`config.mk`:
```
export PLATFORM = sky130hd
export DESIGN_NAME = chg_seq_top
export DESIGN_NICKNAME = d
export VERILOG_FILES = /design/src/rtl/chg_pkg.sv /design/src/rtl/chg_evt_detect.sv /design/src/rtl/chg_tick_timer.sv /design/src/rtl/chg_phase_fsm.sv /design/src/rtl/chg_seq_top.sv
export SDC_FILE = /design/constraint.sdc
export NUM_CORES = 1
export LEC_CHECK = 0
export BUFFER_PORTS_ARGS = -buffer_cell sky130_fd_sc_hd__buf_2
export CAP_MARGIN = 20
export CORE_ASPECT_RATIO = 0.75
export CORE_MARGIN = 2
export CORE_UTILIZATION = 58
export DETAILED_ROUTE_END_ITERATION = 12
export PLACE_DENSITY = 0.78
export SLEW_MARGIN = 0
export SYNTH_ARGS = -nofsm -noshare
export SYNTH_HDL_FRONTEND = slang
export SYNTH_SLANG_ARGS = --single-unit
```
`constraint.sdc`:
```
create_clock -name clk -period 2.05 [get_ports clk]
set_input_delay 0.41 -clock clk [delete_from_list [all_inputs] [get_ports clk]]
set_output_delay 0.41 -clock clk [all_outputs]
set_load 0.1 [all_outputs]
```
`src/rtl/chg_pkg.sv`:
```
package chg_pkg;
  typedef enum logic [2:0] {
    PH_IDLE    = 3'd0,
    PH_TRICKLE = 3'd1,
    PH_FAST    = 3'd2,
    PH_DONE    = 3'd3,
    PH_FAULT   = 3'd4
  } phase_e;

  // last count value before the trickle limit tick: 2^(w-3) - 1
  function automatic int unsigned trk_last(input int unsigned w);
    return (32'd1 << (w - 3)) - 32'd1;
  endfunction

  function automatic logic is_charging(input phase_e p);
    return (p == PH_TRICKLE) || (p == PH_FAST);
  endfunction
endpackage

```
`src/rtl/chg_evt_detect.sv`:
```
module chg_evt_detect (
  input  logic clk,
  input  logic rst_n,
  input  logic en,
  input  logic bat_pres,
  input  logic ovt,
  output logic start_evt
);
  logic en_q, bat_q, ovt_q;
  logic en_rise, bat_rise, ovt_fall;

  always_ff @(posedge clk or negedge rst_n) begin
    if (!rst_n) begin
      en_q  <= 1'b0;
      bat_q <= 1'b0;
      ovt_q <= 1'b0;
    end else begin
      en_q  <= en;
      bat_q <= bat_pres;
      ovt_q <= ovt;
    end
  end

  assign en_rise   = en && !en_q;
  assign bat_rise  = bat_pres && !bat_q;
  assign ovt_fall  = !ovt && ovt_q;
  assign start_evt = en_rise || bat_rise || ovt_fall;
endmodule

```
`src/rtl/chg_tick_timer.sv`:
```
module chg_tick_timer #(
  parameter int unsigned CNT_W = 22,
  parameter int unsigned DWELL = 15
) (
  input  logic             clk,
  input  logic             rst_n,
  input  logic             clr,
  input  logic             run,
  output logic [CNT_W-1:0] cnt,
  output logic             dwell_met,
  output logic             trk_exp,
  output logic             tot_exp
);
  import chg_pkg::*;

  localparam logic [CNT_W-1:0] TRK_LAST  = CNT_W'(trk_last(CNT_W));
  localparam logic [CNT_W-1:0] TOT_LAST  = {CNT_W{1'b1}};
  localparam logic [CNT_W-1:0] DWELL_CNT = CNT_W'(DWELL);

  logic at_top;
  assign at_top = (cnt == TOT_LAST);

  always_ff @(posedge clk or negedge rst_n) begin
    if (!rst_n)               cnt <= '0;
    else if (clr)             cnt <= '0;
    else if (run && !at_top)  cnt <= cnt + 1'b1;
  end

  assign dwell_met = (cnt >= DWELL_CNT);
  assign trk_exp   = run && (cnt == TRK_LAST);
  assign tot_exp   = run && at_top;


  hold_without_tick_chk: assert property (@(posedge clk) disable iff (!rst_n)
    (!run && !clr) |=> $stable(cnt));


  no_wrap_chk: assert property (@(posedge clk) disable iff (!rst_n)
    (at_top && !clr) |=> (cnt == TOT_LAST));
endmodule

```
`src/rtl/chg_phase_fsm.sv`:
```
module chg_phase_fsm #(
  parameter int unsigned CNT_W = 22,
  parameter int unsigned DWELL = 15
) (
  input  logic             clk,
  input  logic             rst_n,
  input  logic             tick,
  input  logic             en,
  input  logic             to_en,
  input  logic             bat_pres,
  input  logic             ovt,
  input  logic             vmin_ok,
  input  logic             eoc,
  input  logic             rechg,
  input  logic             start_evt,
  input  logic [CNT_W-1:0] cnt,
  input  logic             dwell_met,
  input  logic             trk_exp,
  input  logic             tot_exp,
  output logic             clr,
  output logic             run,
  output logic [2:0]       phase,
  output logic             chg_on,
  output logic             done,
  output logic             fault
);
  import chg_pkg::*;

  phase_e ph_q, nxt;

  always_comb begin
    nxt = ph_q;
    clr = 1'b0;
    if (!en) begin
      nxt = PH_IDLE;
      clr = 1'b1;
    end else if (ph_q == PH_FAULT) begin
      nxt = PH_FAULT;
    end else if (!bat_pres) begin
      nxt = PH_IDLE;
      clr = 1'b1;
    end else if (ovt) begin
      nxt = ph_q;
    end else if (start_evt) begin
      nxt = PH_TRICKLE;
      clr = 1'b1;
    end else begin
      unique case (ph_q)
        PH_TRICKLE: begin
          if (vmin_ok && dwell_met) begin
            nxt = PH_FAST;
            clr = 1'b1;
          end else if (trk_exp) begin
            nxt = PH_FAULT;
          end
        end
        PH_FAST: begin
          if (to_en && eoc) begin
            nxt = PH_DONE;
            clr = 1'b1;
          end else if (to_en && tot_exp) begin
            nxt = PH_FAULT;
          end
        end
        PH_DONE: begin
          if (rechg) begin
            nxt = PH_TRICKLE;
            clr = 1'b1;
          end
        end
        default: nxt = ph_q;
      endcase
    end
  end

  always_ff @(posedge clk or negedge rst_n) begin
    if (!rst_n) ph_q <= PH_IDLE;
    else        ph_q <= nxt;
  end

  assign run    = tick && !ovt && is_charging(ph_q);
  assign phase  = ph_q;
  assign chg_on = is_charging(ph_q) && !ovt;
  assign fault  = (ph_q == PH_FAULT);
  assign done   = (ph_q == PH_DONE) || (ph_q == PH_FAST && !to_en && eoc);


  dwell_before_fast_chk: assert property (@(posedge clk) disable iff (!rst_n)
    (ph_q == PH_TRICKLE && nxt == PH_FAST) |-> (cnt >= CNT_W'(DWELL)));


  fast_expiry_fault_chk: assert property (@(posedge clk) disable iff (!rst_n)
    (ph_q == PH_FAST && en && bat_pres && !ovt && to_en && !eoc && tot_exp)
      |=> (phase == 3'd4));


  fault_latch_chk: assert property (@(posedge clk) disable iff (!rst_n)
    (fault && en) |=> fault);


  ovt_hold_chk: assert property (@(posedge clk) disable iff (!rst_n)
    (en && bat_pres && ovt) |=> (phase == $past(phase)));


  always_comb begin
    if (rst_n) fault_blocks_charge_chk: assert (!(fault && chg_on));
  end
endmodule

```
`src/rtl/chg_seq_top.sv`:
```
module chg_seq_top #(
  parameter int unsigned TMR_W = 22,
  parameter int unsigned DWELL = 15
) (
  input  logic       clk,
  input  logic       rst_n,
  input  logic       tick,
  input  logic       en,
  input  logic       to_en,
  input  logic       bat_pres,
  input  logic       ovt,
  input  logic       vmin_ok,
  input  logic       eoc,
  input  logic       rechg,
  output logic [2:0] phase,
  output logic       chg_on,
  output logic       done,
  output logic       fault
);
  logic             start_evt, clr, run;
  logic             dwell_met, trk_exp, tot_exp;
  logic [TMR_W-1:0] cnt;

  chg_evt_detect u_evt (
    .clk(clk), .rst_n(rst_n), .en(en), .bat_pres(bat_pres), .ovt(ovt),
    .start_evt(start_evt)
  );

  chg_tick_timer #(.CNT_W(TMR_W), .DWELL(DWELL)) u_tmr (
    .clk(clk), .rst_n(rst_n), .clr(clr), .run(run), .cnt(cnt),
    .dwell_met(dwell_met), .trk_exp(trk_exp), .tot_exp(tot_exp)
  );

  chg_phase_fsm #(.CNT_W(TMR_W), .DWELL(DWELL)) u_fsm (
    .clk(clk), .rst_n(rst_n), .tick(tick), .en(en), .to_en(to_en),
    .bat_pres(bat_pres), .ovt(ovt), .vmin_ok(vmin_ok), .eoc(eoc),
    .rechg(rechg), .start_evt(start_evt), .cnt(cnt), .dwell_met(dwell_met),
    .trk_exp(trk_exp), .tot_exp(tot_exp), .clr(clr), .run(run),
    .phase(phase), .chg_on(chg_on), .done(done), .fault(fault)
  );
endmodule

```
======== Yosys cells after proc, flatten, opt, wreduce, memory -nomap -nowiden ========
Index checks and enable logic that the tools add are counted.
storage, ports and cells
  input bits .............................. 10
  logic and storage cells ................. 65
  register bits ........................... 28
cells by class
  add/subtract/negate cells ............... 1
  reduce and logical (&&, ||, !) cells .... 25
  mux-type cells .......................... 22
  equality and inequality tests ........... 11
  order comparisons ....................... 1
operators with widths
  cell                                                   count
  two-way mux 22 bit                                     2
  two-way mux 3 bit                                      10
  adder 22 x 1 -> 22 bit, second input constant          1
  == test 22 x 19 -> 1 bit, second input constant        1
  == test 22 bit, second input constant                  1
  >= comparator 22 x 4 -> 1 bit, second input constant   1
  logical AND 1 bit                                      14
  case mux 3 bit (3 select lines)                        1
  two-way mux 1 bit                                      8
  inequality test 7 x 2 -> 1 bit, second input constant  1
  inequality test 7 x 5 -> 1 bit, second input constant  1
  inequality test 7 x 6 -> 1 bit, second input constant  1
  == test 3 x 2 -> 1 bit, second input constant          2
  inequality test 6 bit, second input constant           1
  zero test 1 bit                                        5
  AND reduction 5 bit                                    1
  logical OR 1 bit                                       4
  inequality test 4 x 3 -> 1 bit, second input constant  1
  == test 3 x 1 -> 1 bit, second input constant          1
  == test 3 bit, second input constant                   1
  case mux 1 bit (3 select lines)                        1
  nonzero test 2 bit                                     1

======== Logic depth before layout (Yosys ltp) ========
  depth in word-level cells ............... 13
  gate-level depth with buffers ........... 8
  gate-level depth less buffers ........... 7

======== Hierarchy ========
A second synthesis with hierarchy kept.
unflattened totals
  cell total of the unflattened synthesis .. 190
  area, all modules ....................... 1742.9 µm²
by module, submodules not included
  module          area each (µm²)  seq. area each (µm²)  cells each  times used
  chg_tick_timer  1282.5           550.5                 138         1
  chg_phase_fsm   356.6            75.1                  45          1
  chg_evt_detect  103.8            75.1                  7           1

======== Worst setup path after synthesis ========
Ideal clock, no wire load.
  kind .................................... flip-flop to output port
  start point ............................. register u_fsm.ph_q[0], in the netlist u_fsm.phase[0]
  end point ............................... output port chg_on
  stages on the path, launching flop included .. 4
  slack ................................... -1.712 ns
  buffers on the path ..................... 1
  arrival ................................. 3.352 ns
  cell sequence ........................... dfrtp_1 > buf_4 > xnor2_1 > nor3_1
on the way
  longest elaborated chain between the ends .. 3
ends and longest elaborated chain
  item                                                                     RTL line             source
  start: declaration                                                       chg_phase_fsm.sv:29  phase_e ph_q, nxt;
  start signal: assignment                                                 chg_phase_fsm.sv:78  else ph_q <= nxt;
  == test 3 x 1 -> 1 bit / == test 3 x 2 -> 1 bit (equally long branches)  chg_pkg.sv:16        return (p == PH_TRICKLE) || (p == PH_FAST);
  logical OR 1 bit (*)                                                     chg_pkg.sv:16
  logical AND 1 bit (*)                                                    chg_phase_fsm.sv:83  assign chg_on = is_charging(ph_q) && !ovt;
  end: declaration                                                         chg_seq_top.sv:16    output logic chg_on,
Mark *: on every way between the ends. The rest lies on a longest branch, timed or not.

======== Worst setup path in the final report ========
  start point ............................. register u_fsm.ph_q[1], in the netlist u_fsm.phase[1]
  end point ............................... register u_fsm.ph_q[0], in the netlist u_fsm.phase[0]
on the way
  longest elaborated chain between the ends .. 7
ends and longest elaborated chain
  item                                                                        RTL line                                   source
  == test 3 x 2 -> 1 bit (tied with other cells)                              chg_phase_fsm.sv:48                        unique case (ph_q)
  case mux 3 bit (3 select lines) / logical OR 1 bit (equally long branches)  chg_phase_fsm.sv:48, chg_pkg.sv:16
  two-way mux 3 bit / logical AND 1 bit (equally long branches)               chg_phase_fsm.sv:44, chg_phase_fsm.sv:81
  two-way mux 3 bit / logical AND 1 bit (equally long branches)               chg_phase_fsm.sv:42, chg_tick_timer.sv:31
  two-way mux 3 bit / logical AND 1 bit (equally long branches)               chg_phase_fsm.sv:39, chg_phase_fsm.sv:61
  two-way mux 3 bit / inequality test 7 x 5 -> 1 bit (equally long branches)  -
  two-way mux 3 bit / AND reduction 5 bit (equally long branches)             -
Several ways; a longest one is shown, not always the timed one. The select of a mux whose other input is x is not followed.
A chain may end at the register's enable or synchronous reset.

==> flow_summary.ini <==
[cts]
clk_pin_slew_ps = 90
h-tree-depth = 1
cts-hold-fix-buffers = 0
clock-sinks = 28
cts_tree = built
clock_latency_ps = 280
root_buffer = clkbuf_8
cts_buffers = 3
cts_max_path_buffers = 2

[layout]
instances_no_fill = 258
nets = 234
drive_gt1_share_pct = 23.42
area_delta_synth_final_pct = 21.33
num_antenna_cells = 0
design_area_mm2 = 0.002028

[route]
firstDrtPassIters = 5
wl_um = 4473
drc = 0
num_vias = 1660
drt-initial-drc-count = 177
ant_nets = 0
viasPerCell = 6.434
wl_per_cell_um = 17.34

[grt]
grt_pass1_wl_um = 6879
overflow = 0
track_usage_pct = 27.99
grt_antenna_before_repair = 0
grt_pass1_vias = 1444
grt_max_degree = 29

[critical_path]
required_ps = 2220
worst-endpoint-arrival_ps = 2240
r2r-start = u_fsm.phase[1]
r2r_cells = 6
start_kind = flip-flop
ff2ff_setup_slack_ps = -30
cp_max_fo = 6
worst_setup_path_end_kind = flip-flop
worst-setup-path-type = flip-flop to flip-flop
reg2reg_to = u_fsm.phase[0]

[sta]
timing.hold.ws_ps = 126.3
worstMarginPinSlew_ps = 606.0
slew_headroom_pct = 59.60
max_freq_mhz = 481.8
min_period_ps = 2076
finClkSkew_ps = 6.084
grt_setup_unrepaired = true
final_max_slew_viol_count = 0
hold_viol_final = 0
finalCritPeriodShare_pct = 101.2
setup_viol = 1
setup_tns_ps = -25.54
setup_slack_ps = -25.54

[power_and_ir_drop]
pwr-share-seq_pct = 53.2
vdd_ir_drop_max_v = 0.0004758
combPwrFrac_pct = 14.8
power.density_mw_per_mm2 = 526.0
internal-power_mw = 0.7813
switching_share_pct = 26.77
leakagePower_nw = 0.8330
switchingPower_mw = 0.2856
pwr-share-clk_pct = 32.0

[floorplanning]
ios = 16
die_y_um = 50.50
die-area_mm2 = 0.003332
chipWidth_um = 65.99
core_mm2 = 0.002683
initial_utilization_pct = 62.31
rows = 16

[place]
gp_routability_congestion = 0.9420
portBuffers = 15
dpl.hpwl_um = 3058
post-place-ws_ps = 29.93
dp.cells = 246
dpl-instance-area_mm2 = 0.001866

[synthesis]
avgSynthCellArea_um2 = 8.529
synth_cell_types = 40
synth-async-reset-ratio_pct = 100.0
syn-num-nets = 207
synth_seq_cells = 28
yosysWarningCount = 0
yosysTopAreaCell = dfrtp_1
synth_top_area_share_pct = 41.92
synth_edf_count = 0
synth_area_leaders = dfrtp_1 (42%), nor2_1 (7.2%), xor2_1 (6.3%)
synth.most_common_cell = nor2_1
netlist_top_cells_count = nor2_1 (32), dfrtp_1 (28), nand2_1 (19)
synthesis.area_mm2 = 0.001672
synthFlopType = dfrtp_1
synth_cells = 196
yosysSeqAreaShare_pct = 41.92

[outcome]
status = finished with violations
violations = negative setup slack

[job]
drv_cap = 0

[min_path]
hold_class = input port to async pin
## logic make-up (layout without fill, tap and decap cells)
kind of cell | after synthesis | in the layout | synth area share, %
fa+ha+maj | 1 | 1 | 0.7484
buf+inv | 11 | 37 | 2.994
flops | 28 | 28 | 41.92
simple gates | 112 | 112 | 33.61
compound gates | 22 | 22 | 9.133
mux | 1 | 1 | 0.5988
xor+xnor | 21 | 21 | 11.00
## per-stage QoR
stage	power [mW]	utilization (%)
3_5_place_dp	0.7199	69.54
3_3_place_gp	0.7160	69.54
2_1_floorplan	0.6680	-
5_1_grt	1.109	75.61
6_report	1.067	75.61
4_1_cts	1.054	71.69
## final cells by class
| type | instances | area (um2) |
|---|---|---|
| multi-input cells | 157 | 1005 |
| flip-flops and latches | 28 | 710.7 |
| fillers | 180 | 654.4 |
| repair buffers | 28 | 190.2 |
| clock buffers | 4 | 55.05 |
| well taps | 36 | 45.04 |
| inverters | 5 | 22.52 |
## worst max-delay path by stage
stage                         from              to  slack (ps)  depth (start not counted)
CTS                 u_fsm.phase[0]          chg_on          10                          3
global placement               ovt  u_fsm.phase[1]         160                          7
detailed placement             ovt  u_fsm.phase[1]          30                          7
floorplan           u_fsm.phase[0]          chg_on         -90                          3
global route        u_fsm.phase[1]  u_fsm.phase[0]         -20                          6
finish              u_fsm.phase[1]  u_fsm.phase[0]         -30                          6
## timing repair
action	CTS	global route
buffers inserted	0	8
resized for setup	1	12
hold endpoints to repair	0	0
endpoints found under the setup margin	1	11
pin swaps	0	3
## critical path, cell delays in order (launching register included)
cell	delay, ps
dfrtp_4	490
nor2b_1	350
nand2_1	150
o21ai_0	410
a211oi_4	80
buf_4	150
o311a_1	320
## placed cells by master (no fill, tap or decap), types with 2 or more instances in the layout
| cell type | count |
|---|---|
| and3_1 | 8 |
| dfrtp_1 | 24 |
| xor2_1 | 12 |
| o21ai_2 | 2 |
| nor3_2 | 2 |
| dfrtp_2 | 2 |
| a21oi_1 | 4 |
| dfrtp_4 | 2 |
| a211oi_1 | 2 |
| nand2b_1 | 3 |
| buf_4 | 14 |
| nand4_1 | 9 |
| nand3_1 | 15 |
| nor3b_2 | 2 |
| nor3_1 | 8 |
| nor4_1 | 4 |
| o21ai_0 | 3 |
| and4_1 | 2 |
| nor2_1 | 30 |
| nand2_1 | 18 |
| clkbuf_8 | 4 |
| inv_1 | 4 |
| buf_2 | 13 |
| xnor2_1 | 8 |
## flip-flops by register name, indices dropped and copies added (netlist names)
name and cells:
u_fsm.phase 3, u_tmr.cnt 22, u_evt.ovt_q 1, u_evt.en_q 1
u_evt.bat_q 1
## power by group through the flow
stage | Sequential [mW] | Combinational [mW] | Clock (mW)
after detailed placement | 0.580 | 0.140 | 0
final | 0.567 | 0.158 | 0.342
after CTS | 0.569 | 0.140 | 0.345
after global routing | 0.568 | 0.169 | 0.372
after floorplan | 0.596 | 0.0724 | 0
after global placement | 0.579 | 0.137 | 0
## per-layer routing
metal	up-vias	global-route usage, %	share of wire [%]
li1	748	-	-
met1	792	38.48	41
met2	99	43.60	46
met3	21	7.175	9.3
met4	0	8.844	3.3
met5	-	0	0
No activity file was read; power rests on OpenSTA's default activity.
